<file path="config.mk">
export PLATFORM = sky130hd
export DESIGN_NAME = irw_capture_top
export DESIGN_NICKNAME = d
export VERILOG_FILES = /design/src/rtl/irw_pkg.sv /design/src/rtl/irw_sampler.sv /design/src/rtl/irw_fsm.sv /design/src/rtl/irw_bank.sv /design/src/rtl/irw_regs.sv /design/src/rtl/irw_capture_top.sv
export SDC_FILE = /design/constraint.sdc
export NUM_CORES = 1
export LEC_CHECK = 0
export BUFFER_PORTS_ARGS = -buffer_cell sky130_fd_sc_hd__buf_2
export CORE_MARGIN = 4
export CORE_UTILIZATION = 40
export CTS_CLUSTER_DIAMETER = 200
export DETAILED_ROUTE_END_ITERATION = 10
export GPL_TIMING_DRIVEN = 0
export PLACE_DENSITY_LB_ADDON = 0.15
export SLEW_MARGIN = 20
export SYNTH_ARGS = -nofsm -noshare
export SYNTH_HDL_FRONTEND = slang
export SYNTH_SLANG_ARGS = --single-unit
</file>
<file path="constraint.sdc">
create_clock -name clk -period 20.9 [get_ports clk]
set_input_delay 2.09 -clock clk [delete_from_list [all_inputs] [get_ports clk]]
set_output_delay 2.09 -clock clk [all_outputs]
set_load 0.01 [all_outputs]
</file>
<file path="src/rtl/irw_pkg.sv">
package irw_pkg;
  localparam int unsigned REG_AW = 8;
  localparam int unsigned REG_DW = 32;

  localparam logic [REG_AW-1:0] OFF_CFG_HI   = 8'h0C;
  localparam logic [REG_AW-1:0] OFF_CFG_LO   = 8'h10;
  localparam logic [REG_AW-1:0] OFF_RESTART  = 8'h20;
  localparam logic [REG_AW-1:0] OFF_CAP_BASE = 8'h88;
  localparam logic [REG_AW-1:0] OFF_IRQ_EN   = 8'hCC;
  localparam logic [REG_AW-1:0] OFF_IRQ_ACK  = 8'hD0;

  localparam int unsigned BIT_RX_EN = 0;
  localparam int unsigned BIT_PW_EN = 13;
  localparam int unsigned PER_LSB   = 8;
  localparam int unsigned PER_W     = 13;

  typedef enum logic [1:0] {
    ST_IDLE = 2'd0,
    ST_RUN  = 2'd1,
    ST_DONE = 2'd2
  } irw_state_e;
endpackage

</file>
<file path="src/rtl/irw_sampler.sv">
module irw_sampler #(
  parameter int unsigned DIV        = 4,
  parameter int unsigned PER_W      = 13,
  parameter bit          ACTIVE_LOW = 1'b1
) (
  input  logic             clk,
  input  logic             rst_n,
  input  logic             ir_in,
  input  logic             cap_en,
  input  logic             seg_start,
  input  logic [PER_W-1:0] period,
  output logic             rx_act,
  output logic             tick
);
  localparam int unsigned DIV_W    = (DIV > 1) ? $clog2(DIV) : 1;
  localparam logic        IDLE_LVL = ACTIVE_LOW ? 1'b1 : 1'b0;
  localparam logic [DIV_W-1:0] DIV_LAST = DIV_W'(DIV - 1);

  logic [1:0]       sync_q;
  logic [DIV_W-1:0] div_q, div_d;
  logic [PER_W-1:0] smp_q, smp_d;
  logic [PER_W-1:0] per_m1;
  logic             div_wrap, smp_wrap;

  // two-stage synchronizer on the raw line
  always_ff @(posedge clk or negedge rst_n) begin
    if (!rst_n) sync_q <= {2{IDLE_LVL}};
    else        sync_q <= {sync_q[0], ir_in};
  end

  generate
    if (ACTIVE_LOW) begin : g_act_low
      assign rx_act = ~sync_q[1];
    end else begin : g_act_high
      assign rx_act = sync_q[1];
    end
  endgenerate

  assign per_m1   = (period == '0) ? '0 : period - 1'b1;
  assign div_wrap = (div_q == DIV_LAST);
  assign smp_wrap = (smp_q == per_m1);

  always_comb begin
    div_d = div_q;
    smp_d = smp_q;
    if (seg_start || !cap_en) begin
      div_d = '0;
      smp_d = '0;
    end else begin
      div_d = div_wrap ? '0 : div_q + 1'b1;
      if (div_wrap) smp_d = smp_wrap ? '0 : smp_q + 1'b1;
    end
  end

  assign tick = cap_en && !seg_start && div_wrap && smp_wrap;

  always_ff @(posedge clk or negedge rst_n) begin
    if (!rst_n) begin
      div_q <= '0;
      smp_q <= '0;
    end else begin
      div_q <= div_d;
      smp_q <= smp_d;
    end
  end
endmodule

</file>
<file path="src/rtl/irw_fsm.sv">
module irw_fsm
  import irw_pkg::*;
#(
  parameter int unsigned NUM_SLOTS = 68,
  parameter int unsigned WID_W     = 8,
  localparam int unsigned IDX_W    = $clog2(NUM_SLOTS)
) (
  input  logic             clk,
  input  logic             rst_n,
  input  logic             cap_en,
  input  logic             restart,
  input  logic             rx_act,
  input  logic             tick,
  output logic             seg_start,
  output logic             wr_en,
  output logic [IDX_W-1:0] wr_idx,
  output logic [WID_W-1:0] wr_data,
  output logic             done_pulse,
  output irw_state_e       state_o
);
  localparam logic [IDX_W-1:0] LAST_IDX = IDX_W'(NUM_SLOTS - 1);
  localparam logic [WID_W-1:0] WID_MAX  = '1;

  irw_state_e       state_q, state_d;
  logic             lvl_q, lvl_d;   // 1: timing a mark
  logic [WID_W-1:0] wid_q, wid_d;
  logic [IDX_W-1:0] idx_q, idx_d;

  always_comb begin
    state_d    = state_q;
    lvl_d      = lvl_q;
    wid_d      = wid_q;
    idx_d      = idx_q;
    seg_start  = 1'b0;
    wr_en      = 1'b0;
    wr_data    = wid_q;
    done_pulse = 1'b0;
    if (restart) begin
      state_d = ST_IDLE;
      lvl_d   = 1'b0;
      wid_d   = '0;
      idx_d   = '0;
    end else begin
      unique case (state_q)
        ST_IDLE: begin
          if (cap_en && rx_act) begin
            state_d   = ST_RUN;
            lvl_d     = 1'b1;
            wid_d     = '0;
            idx_d     = '0;
            seg_start = 1'b1;
          end
        end
        ST_RUN: begin
          if (!cap_en) begin
            state_d = ST_IDLE;
            wid_d   = '0;
            idx_d   = '0;
          end else if (rx_act != lvl_q) begin
            wr_en     = 1'b1;
            seg_start = 1'b1;
            lvl_d     = ~lvl_q;
            wid_d     = '0;
            if (idx_q == LAST_IDX) begin
              state_d    = ST_DONE;
              done_pulse = 1'b1;
            end else begin
              idx_d = idx_q + 1'b1;
            end
          end else if (tick) begin
            if (!lvl_q && (wid_q == WID_MAX - 1'b1)) begin
              wr_en      = 1'b1;
              wr_data    = WID_MAX;
              state_d    = ST_DONE;
              done_pulse = 1'b1;
            end else if (wid_q != WID_MAX) begin
              wid_d = wid_q + 1'b1;
            end
          end
        end
        default: ;
      endcase
    end
  end

  assign wr_idx  = idx_q;
  assign state_o = state_q;

  always_ff @(posedge clk or negedge rst_n) begin
    if (!rst_n) begin
      state_q <= ST_IDLE;
      lvl_q   <= 1'b0;
      wid_q   <= '0;
      idx_q   <= '0;
    end else begin
      state_q <= state_d;
      lvl_q   <= lvl_d;
      wid_q   <= wid_d;
      idx_q   <= idx_d;
    end
  end
endmodule

</file>
<file path="src/rtl/irw_bank.sv">
module irw_bank #(
  parameter int unsigned NUM_WORDS = 17,
  parameter int unsigned LANES     = 4,
  parameter int unsigned WID_W     = 8,
  localparam int unsigned NUM_SLOTS = NUM_WORDS * LANES,
  localparam int unsigned IDX_W     = $clog2(NUM_SLOTS),
  localparam int unsigned FLAT_W    = NUM_SLOTS * WID_W
) (
  input  logic              clk,
  input  logic              rst_n,
  input  logic              clr,
  input  logic              wr_en,
  input  logic [IDX_W-1:0]  wr_idx,
  input  logic [WID_W-1:0]  wr_data,
  output logic [FLAT_W-1:0] cap_flat
);
  logic [WID_W-1:0] slot_q [NUM_SLOTS];
  logic             slot_ce [NUM_SLOTS];

  always_comb begin
    for (int s = 0; s < NUM_SLOTS; s++) begin
      slot_ce[s] = clr || (wr_en && (wr_idx == IDX_W'(s)));
    end
  end

  always_ff @(posedge clk or negedge rst_n) begin
    if (!rst_n) begin
      for (int s = 0; s < NUM_SLOTS; s++) slot_q[s] <= '0;
    end else begin
      for (int s = 0; s < NUM_SLOTS; s++) begin
        if (slot_ce[s]) slot_q[s] <= clr ? '0 : wr_data;
      end
    end
  end

  // slot order equals word order with the earliest slot in the low byte
  generate
    for (genvar g = 0; g < NUM_SLOTS; g++) begin : g_pack
      assign cap_flat[g*WID_W +: WID_W] = slot_q[g];
    end
  endgenerate
endmodule

</file>
<file path="src/rtl/irw_regs.sv">
module irw_regs
  import irw_pkg::*;
#(
  parameter int unsigned NUM_WORDS = 17,
  localparam int unsigned FLAT_W   = NUM_WORDS * REG_DW
) (
  input  logic              clk,
  input  logic              rst_n,
  input  logic              bus_en,
  input  logic              bus_we,
  input  logic [REG_AW-1:0] bus_addr,
  input  logic [REG_DW-1:0] bus_wdata,
  output logic [REG_DW-1:0] bus_rdata,
  input  logic [FLAT_W-1:0] cap_flat,
  input  logic              done_pulse,
  output logic              cap_en,
  output logic [PER_W-1:0]  period,
  output logic              restart,
  output logic              irq_stat,
  output logic              irq_o
);
  localparam int unsigned CAP_END = int'(OFF_CAP_BASE) + 4 * NUM_WORDS;

  logic             rx_en_q, rx_en_d;
  logic             pw_en_q, pw_en_d;
  logic [PER_W-1:0] per_q, per_d;
  logic             irq_en_q, irq_en_d;
  logic             stat_q, stat_d;
  logic             wr, ack;
  logic [REG_AW-1:0] cap_off;
  logic             cap_hit;
  logic [REG_DW-1:0] cap_rd;
  logic             unused_wbits;

  assign unused_wbits = ^bus_wdata;
  assign wr      = bus_en && bus_we;
  assign restart = wr && (bus_addr == OFF_RESTART) && bus_wdata[0];
  assign ack     = wr && (bus_addr == OFF_IRQ_ACK) && bus_wdata[0];

  assign cap_off = bus_addr - OFF_CAP_BASE;
  assign cap_hit = (bus_addr >= OFF_CAP_BASE) && (int'(bus_addr) < CAP_END) &&
                   (bus_addr[1:0] == 2'b00);

  always_comb begin
    cap_rd = '0;
    for (int i = 0; i < NUM_WORDS; i++) begin
      if (cap_off[REG_AW-1:2] == (REG_AW-2)'(i)) cap_rd = cap_flat[i*REG_DW +: REG_DW];
    end
  end

  always_comb begin
    bus_rdata = '0;
    if (bus_en && !bus_we) begin
      unique case (bus_addr)
        OFF_CFG_HI: begin
          bus_rdata[BIT_RX_EN] = rx_en_q;
          bus_rdata[BIT_PW_EN] = pw_en_q;
        end
        OFF_CFG_LO: bus_rdata[PER_LSB +: PER_W] = per_q;
        OFF_IRQ_EN: bus_rdata[0] = irq_en_q;
        default:    if (cap_hit) bus_rdata = cap_rd;
      endcase
    end
  end

  always_comb begin
    rx_en_d  = rx_en_q;
    pw_en_d  = pw_en_q;
    per_d    = per_q;
    irq_en_d = irq_en_q;
    if (wr) begin
      unique case (bus_addr)
        OFF_CFG_HI: begin
          rx_en_d = bus_wdata[BIT_RX_EN];
          pw_en_d = bus_wdata[BIT_PW_EN];
        end
        OFF_CFG_LO: per_d    = bus_wdata[PER_LSB +: PER_W];
        OFF_IRQ_EN: irq_en_d = bus_wdata[0];
        default: ;
      endcase
    end
    // completion has priority over acknowledge
    stat_d = done_pulse || (stat_q && !ack);
  end

  always_ff @(posedge clk or negedge rst_n) begin
    if (!rst_n) begin
      rx_en_q  <= 1'b0;
      pw_en_q  <= 1'b0;
      per_q    <= '0;
      irq_en_q <= 1'b0;
      stat_q   <= 1'b0;
    end else begin
      rx_en_q  <= rx_en_d;
      pw_en_q  <= pw_en_d;
      per_q    <= per_d;
      irq_en_q <= irq_en_d;
      stat_q   <= stat_d;
    end
  end

  assign cap_en   = rx_en_q && pw_en_q;
  assign period   = per_q;
  assign irq_stat = stat_q;
  assign irq_o    = stat_q && irq_en_q;
endmodule

</file>
<file path="src/rtl/irw_capture_top.sv">
module irw_capture_top
  import irw_pkg::*;
#(
  parameter int unsigned NUM_WORDS  = 17,
  parameter int unsigned DIV        = 4,
  parameter bit          ACTIVE_LOW = 1'b1
) (
  input  logic        clk,
  input  logic        rst_n,
  input  logic        bus_en,
  input  logic        bus_we,
  input  logic [7:0]  bus_addr,
  input  logic [31:0] bus_wdata,
  output logic [31:0] bus_rdata,
  input  logic        ir_rx,
  output logic        irq_o
);
  localparam int unsigned WID_W     = 8;
  localparam int unsigned LANES     = REG_DW / WID_W;
  localparam int unsigned NUM_SLOTS = NUM_WORDS * LANES;
  localparam int unsigned IDX_W     = $clog2(NUM_SLOTS);
  localparam int unsigned FLAT_W    = NUM_SLOTS * WID_W;

  logic [1:0]       rst_pipe_q;
  logic             rst_core_n;
  logic             cap_en, restart_pulse, done_pulse, irq_stat;
  logic [PER_W-1:0] period;
  logic             rx_act, tick, seg_start;
  logic             bank_wr;
  logic [IDX_W-1:0] bank_idx;
  logic [WID_W-1:0] bank_data;
  logic [FLAT_W-1:0] cap_flat;
  irw_state_e       fsm_state;

  // asynchronous assert, synchronous release
  always_ff @(posedge clk or negedge rst_n) begin
    if (!rst_n) rst_pipe_q <= 2'b00;
    else        rst_pipe_q <= {rst_pipe_q[0], 1'b1};
  end
  assign rst_core_n = rst_pipe_q[1];

  irw_regs #(.NUM_WORDS(NUM_WORDS)) u_regs (
    .clk        (clk),
    .rst_n      (rst_core_n),
    .bus_en     (bus_en),
    .bus_we     (bus_we),
    .bus_addr   (bus_addr),
    .bus_wdata  (bus_wdata),
    .bus_rdata  (bus_rdata),
    .cap_flat   (cap_flat),
    .done_pulse (done_pulse),
    .cap_en     (cap_en),
    .period     (period),
    .restart    (restart_pulse),
    .irq_stat   (irq_stat),
    .irq_o      (irq_o)
  );

  irw_sampler #(.DIV(DIV), .PER_W(PER_W), .ACTIVE_LOW(ACTIVE_LOW)) u_sampler (
    .clk       (clk),
    .rst_n     (rst_core_n),
    .ir_in     (ir_rx),
    .cap_en    (cap_en),
    .seg_start (seg_start),
    .period    (period),
    .rx_act    (rx_act),
    .tick      (tick)
  );

  irw_fsm #(.NUM_SLOTS(NUM_SLOTS), .WID_W(WID_W)) u_fsm (
    .clk        (clk),
    .rst_n      (rst_core_n),
    .cap_en     (cap_en),
    .restart    (restart_pulse),
    .rx_act     (rx_act),
    .tick       (tick),
    .seg_start  (seg_start),
    .wr_en      (bank_wr),
    .wr_idx     (bank_idx),
    .wr_data    (bank_data),
    .done_pulse (done_pulse),
    .state_o    (fsm_state)
  );

  irw_bank #(.NUM_WORDS(NUM_WORDS), .LANES(LANES), .WID_W(WID_W)) u_bank (
    .clk      (clk),
    .rst_n    (rst_core_n),
    .clr      (restart_pulse),
    .wr_en    (bank_wr),
    .wr_idx   (bank_idx),
    .wr_data  (bank_data),
    .cap_flat (cap_flat)
  );
endmodule

</file>
==> summary.md <==
| Metric | Value |
|---|---|
| Outcome | `finished clean` |
| GRT Total Usage | `0.3077` |
| I/O Pins | `78` |
| IO Port Bufs | `58` |
| Later-pin clock latency in the skew report | `0.64 ns` |
| CTS tree | `done` |
| Buffer cell driving the clock tree root | `sky130_fd_sc_hd__clkbuf_16` |
| RSZ-0062 raised after global routing | `no` |
| Met3 usage in global routing | `0.08356` |
| Setup Skew | `0.03428 ns` |
| Placement-stage cell area | `32,930 sq um` |
| Die boundary width | `roughly 290 um` |
| Netlist area before placement | `slightly above 30,000 sq um` |
| Residual overflow from global routing | `0` |
| GR Util met2 | `0.4638` |
| Number of violations of the max-capacitance limit | `0` |
| Global-route wire length before repair | `~180 mm` |
| Die area | `81,960 sq um` |
| Largest voltage drop on the vdd net | `50.58 uV` |
| Crit Path Class | `in2out` |
| Number of enable-type register cells in the synthesized netlist | `0` |
| Startpoint kind of the worst setup timing path | `input pin` |
| First-pass detailed-route iteration total | `7` |
| Final non-filler cell total | `4,236` |
| Count of mapped cells out of synthesis | `3,003` |
| Share of async-settable or async-resettable flops after synthesis | `1.000` |
| Instance count after placement with tap cells included | `4,108` |
| Total Routed Length | `~130 mm` |
| Top library cells by usage in the layout, fill and taps aside | `sky130_fd_sc_hd__nand2_1, sky130_fd_sc_hd__dfrtp_1, sky130_fd_sc_hd__mux2i_1` |
| Type of the worst min-delay path | `reg2async` |
| Sequential fraction of the synthesis area | `0.4832` |
| CP max FO | `10` |
| Depth of the CTS H-tree | `3` |
| Number of DRC markers in iteration 0 | `2,995` |
| Maximum clock path buffer count | `3` |
| Pwr/cell area | `around 70 nW/um^2` |
| Number of fill cells in the layout | `around 7,200` |
| Initial core utilization | `0.4058` |
| CTS clk-pin slew, worst paths | `0.05 ns` |
| Final Net Count | `between 3,000 and 4,000` |
| Mean Syn Cell Area | `between 10 and 15 sq um` |
| Total negative slack for setup checks | `0 ns` |
| Post-synth net total | `3,058` |
| Die height | `~290 um` |
| Via density per instance | `6.135` |
| Routing usage on met1 | `0.4120` |
| Worst relative slew slack | `0.1584` |
| Number of standard-cell rows in the floorplan | `101` |
| Fraction of final layout cells sized beyond drive strength 1 | `0.1076` |
| # resized after CTS | `0` |
| Area used by multi-input combinational logic | `15,030 sq um` |
| Period utilization | `0.5201` |
| Synthesis-to-layout area growth | `13.80%` |
| DRC violation count after routing | `0` |
| Number of sinks driven by the clock tree | `598` |
| Highest-utilization routing layer at the global route stage | `met2` |
| Number of clock buffers inserted by TritonCTS | `around 70` |
| Critical Path RT | `18.81 ns` |
| Placeable Area | `76,330 sq um` |
| Kind of capture point of the worst setup path | `primary output` |
| Synth cell types | `roughly 80` |
| Max Freq | `just over 90 MHz` |
| Vias | `roughly 26,000` |
| Quantity of hold-fixing buffers added after cts | `0` |
| Via count of the first global-routing pass | `between 20,000 and 30,000` |
| Final cell area excluding filler cells | `~35,000 sq um` |
| Placed wire-length estimate | `92.69 mm` |
| Number of routed nets with antenna violations | `0` |
| Power consumption | `2529 uW` |
| Post-synthesis register bit count | `598` |
| Routed length per instance | `roughly 30 um` |
| Final hold slack | `0.3030 ns` |
| Final number of hold-violating endpoints | `0` |
| Final Max Slew Viols | `0` |
| Post-CTS repair timing setup buffer count | `0` |
| Synth Warn # | `0` |
| Static Leak | `0.01818 uW` |
| Number of endpoints failing setup at the final stage | `0` |
| Final weighted congestion of routability-driven global placement | `1.021` |
| Period minus WS final | `10.87 ns` |
| Footprint of the flip-flops and latches | `14,970 sq um` |
| Initial antenna violation count | `4` |
| Data arrival at the endpoint of the critical path | `8.78 ns` |
| Commonest non-fill, non-tap cell in the layout | `sky130_fd_sc_hd__nand2_1` |
| Primary flip-flop cell chosen by synthesis mapping | `sky130_fd_sc_hd__dfrtp_1` |
| Maximum number of pins on one net before global-route repair | `57` |
| Worst Max-Slew Pin Slew | `1.243 ns` |
==> per-stage QoR <==
step | worst slack, ns | util
final | 10.03 | 0.4619
after global routing | 10.15 | 0.4618
after CTS | 10.37 | 0.4618
after detailed placement | 10.37 | 0.4315
after global placement | -4.047 | 0.4265
after floorplan | 3.001 | -
==> power by group <==
group          internal [uW]  switching (uW)  leakage, uW  total, uW
registers               1160            2.87      0.00832       1160
logic                   28.2            87.2      0.00872        115
clock network            731             520      0.00115       1250
total                   1920             610       0.0182       2530
==> cells in the mapped netlist (all sizes together) (8+ instances only) <==
library cell | instances | share of area
a211oi | 11 | 0.0027
a21boi | 9 | 0.0022
a21oi | 66 | 0.011
a221oi | 10 | 0.0028
a22o | 11 | 0.0031
a22oi | 54 | 0.013
a31oi | 13 | 0.0026
a41o | 9 | 0.0029
and3 | 20 | 0.0040
buf | 30 | 0.0051
clkbuf | 207 | 0.025
dfrtp | 596 | 0.48
ha | 10 | 0.0040
inv | 15 | 0.0018
mux2 | 17 | 0.0062
mux2i | 582 | 0.19
mux4 | 41 | 0.030
nand2 | 695 | 0.087
nand3 | 100 | 0.027
nand4 | 8 | 0.0016
nor2 | 147 | 0.018
nor2b | 9 | 0.0018
nor3 | 41 | 0.0066
nor3b | 16 | 0.0040
nor4 | 8 | 0.0016
o21a | 10 | 0.0024
o21ai | 85 | 0.014
o221ai | 15 | 0.0042
o22ai | 17 | 0.0034
o311ai | 15 | 0.0042
or3 | 11 | 0.0022
xnor2 | 10 | 0.0028
==> registers in the layout, indices dropped and copies added (netlist names), 7 cells and up <==
signal and cells:
u_bank.cap_flat 544, u_fsm.wid_q 8, u_fsm.wr_idx 7, u_regs.period 13
u_sampler.smp_q 13
==> area by class of cell <==
class                   instances  share of cell area
multi-input cells            2152              0.4264
flip-flops and latches        598              0.4247
clock buffers                 107             0.06059
well taps                    1030             0.03656
plain buffers                 237             0.02669
repair buffers                 75             0.01831
clock inverters                20            0.004969
inverters                      16            0.001704
diodes                          1          0.00007098
==> cell families after synthesis <==
| logic type | count (synthesis) | share of synthesized area |
|---|---|---|
| AND/OR/NAND/NOR | 1092 | 0.1631 |
| multiplexers | 640 | 0.2240 |
| flip-flops | 598 | 0.4832 |
| AO/OA/AOI/OAI | 391 | 0.08745 |
| buffers and inverters | 253 | 0.03211 |
| XOR/XNOR | 18 | 0.006018 |
| adder cells (fa/ha/maj) | 10 | 0.004039 |
| other | 1 | 0.0001211 |
==> routing by layer <==
metal / wire length [um] / vias up
met5: 40 / -
met4: 7508 / 8
met3: 12000 / 344
met2: 55760 / 1302
met1: 52470 / 13429
li1: - / 10905
==> worst paths after layout <==
check / slack [ns] / endpoint / cells past startpoint / start
min in group clk: 0.35 / rst_pipe_q[1]$_DFF_PN0_ / 0 / rst_pipe_q[0]$_DFF_PN0_
worst min register to register: 0.30 / u_bank.cap_flat[161]$_DFFE_PN0P_ / 0 / rst_pipe_q[1]$_DFF_PN0_
worst min-delay path: 0.30 / u_bank.cap_flat[161]$_DFFE_PN0P_ / 0 / rst_pipe_q[1]$_DFF_PN0_
max in group asynchronous: 18.91 / u_sampler.sync_q[0]$_DFF_PN1_ / 4 / rst_pipe_q[1]$_DFF_PN0_
worst max register to register: 15.61 / u_bank.cap_flat[520]$_DFFE_PN0P_ / 13 / u_regs.period[0]$_DFFE_PN0P_
worst max-delay path: 10.03 / bus_rdata[20] / 16 / bus_addr[3]
==> worst max-delay path, cell delays in order <==
cell	delay, ns
sky130_fd_sc_hd__buf_2	0.12
sky130_fd_sc_hd__buf_2	0.25
sky130_fd_sc_hd__inv_1	0.15
sky130_fd_sc_hd__clkbuf_1	0.59
sky130_fd_sc_hd__clkbuf_1	0.82
sky130_fd_sc_hd__ha_1	0.41
sky130_fd_sc_hd__nor4bb_1	0.11
sky130_fd_sc_hd__a41oi_1	0.70
sky130_fd_sc_hd__clkbuf_1	0.56
sky130_fd_sc_hd__nor3_1	0.31
sky130_fd_sc_hd__clkbuf_1	0.40
sky130_fd_sc_hd__a222oi_1	0.72
sky130_fd_sc_hd__nand4_1	0.42
sky130_fd_sc_hd__a221oi_1	0.63
sky130_fd_sc_hd__o21ai_0	0.27
sky130_fd_sc_hd__buf_2	0.20
(Power assumes the default switching activity.)
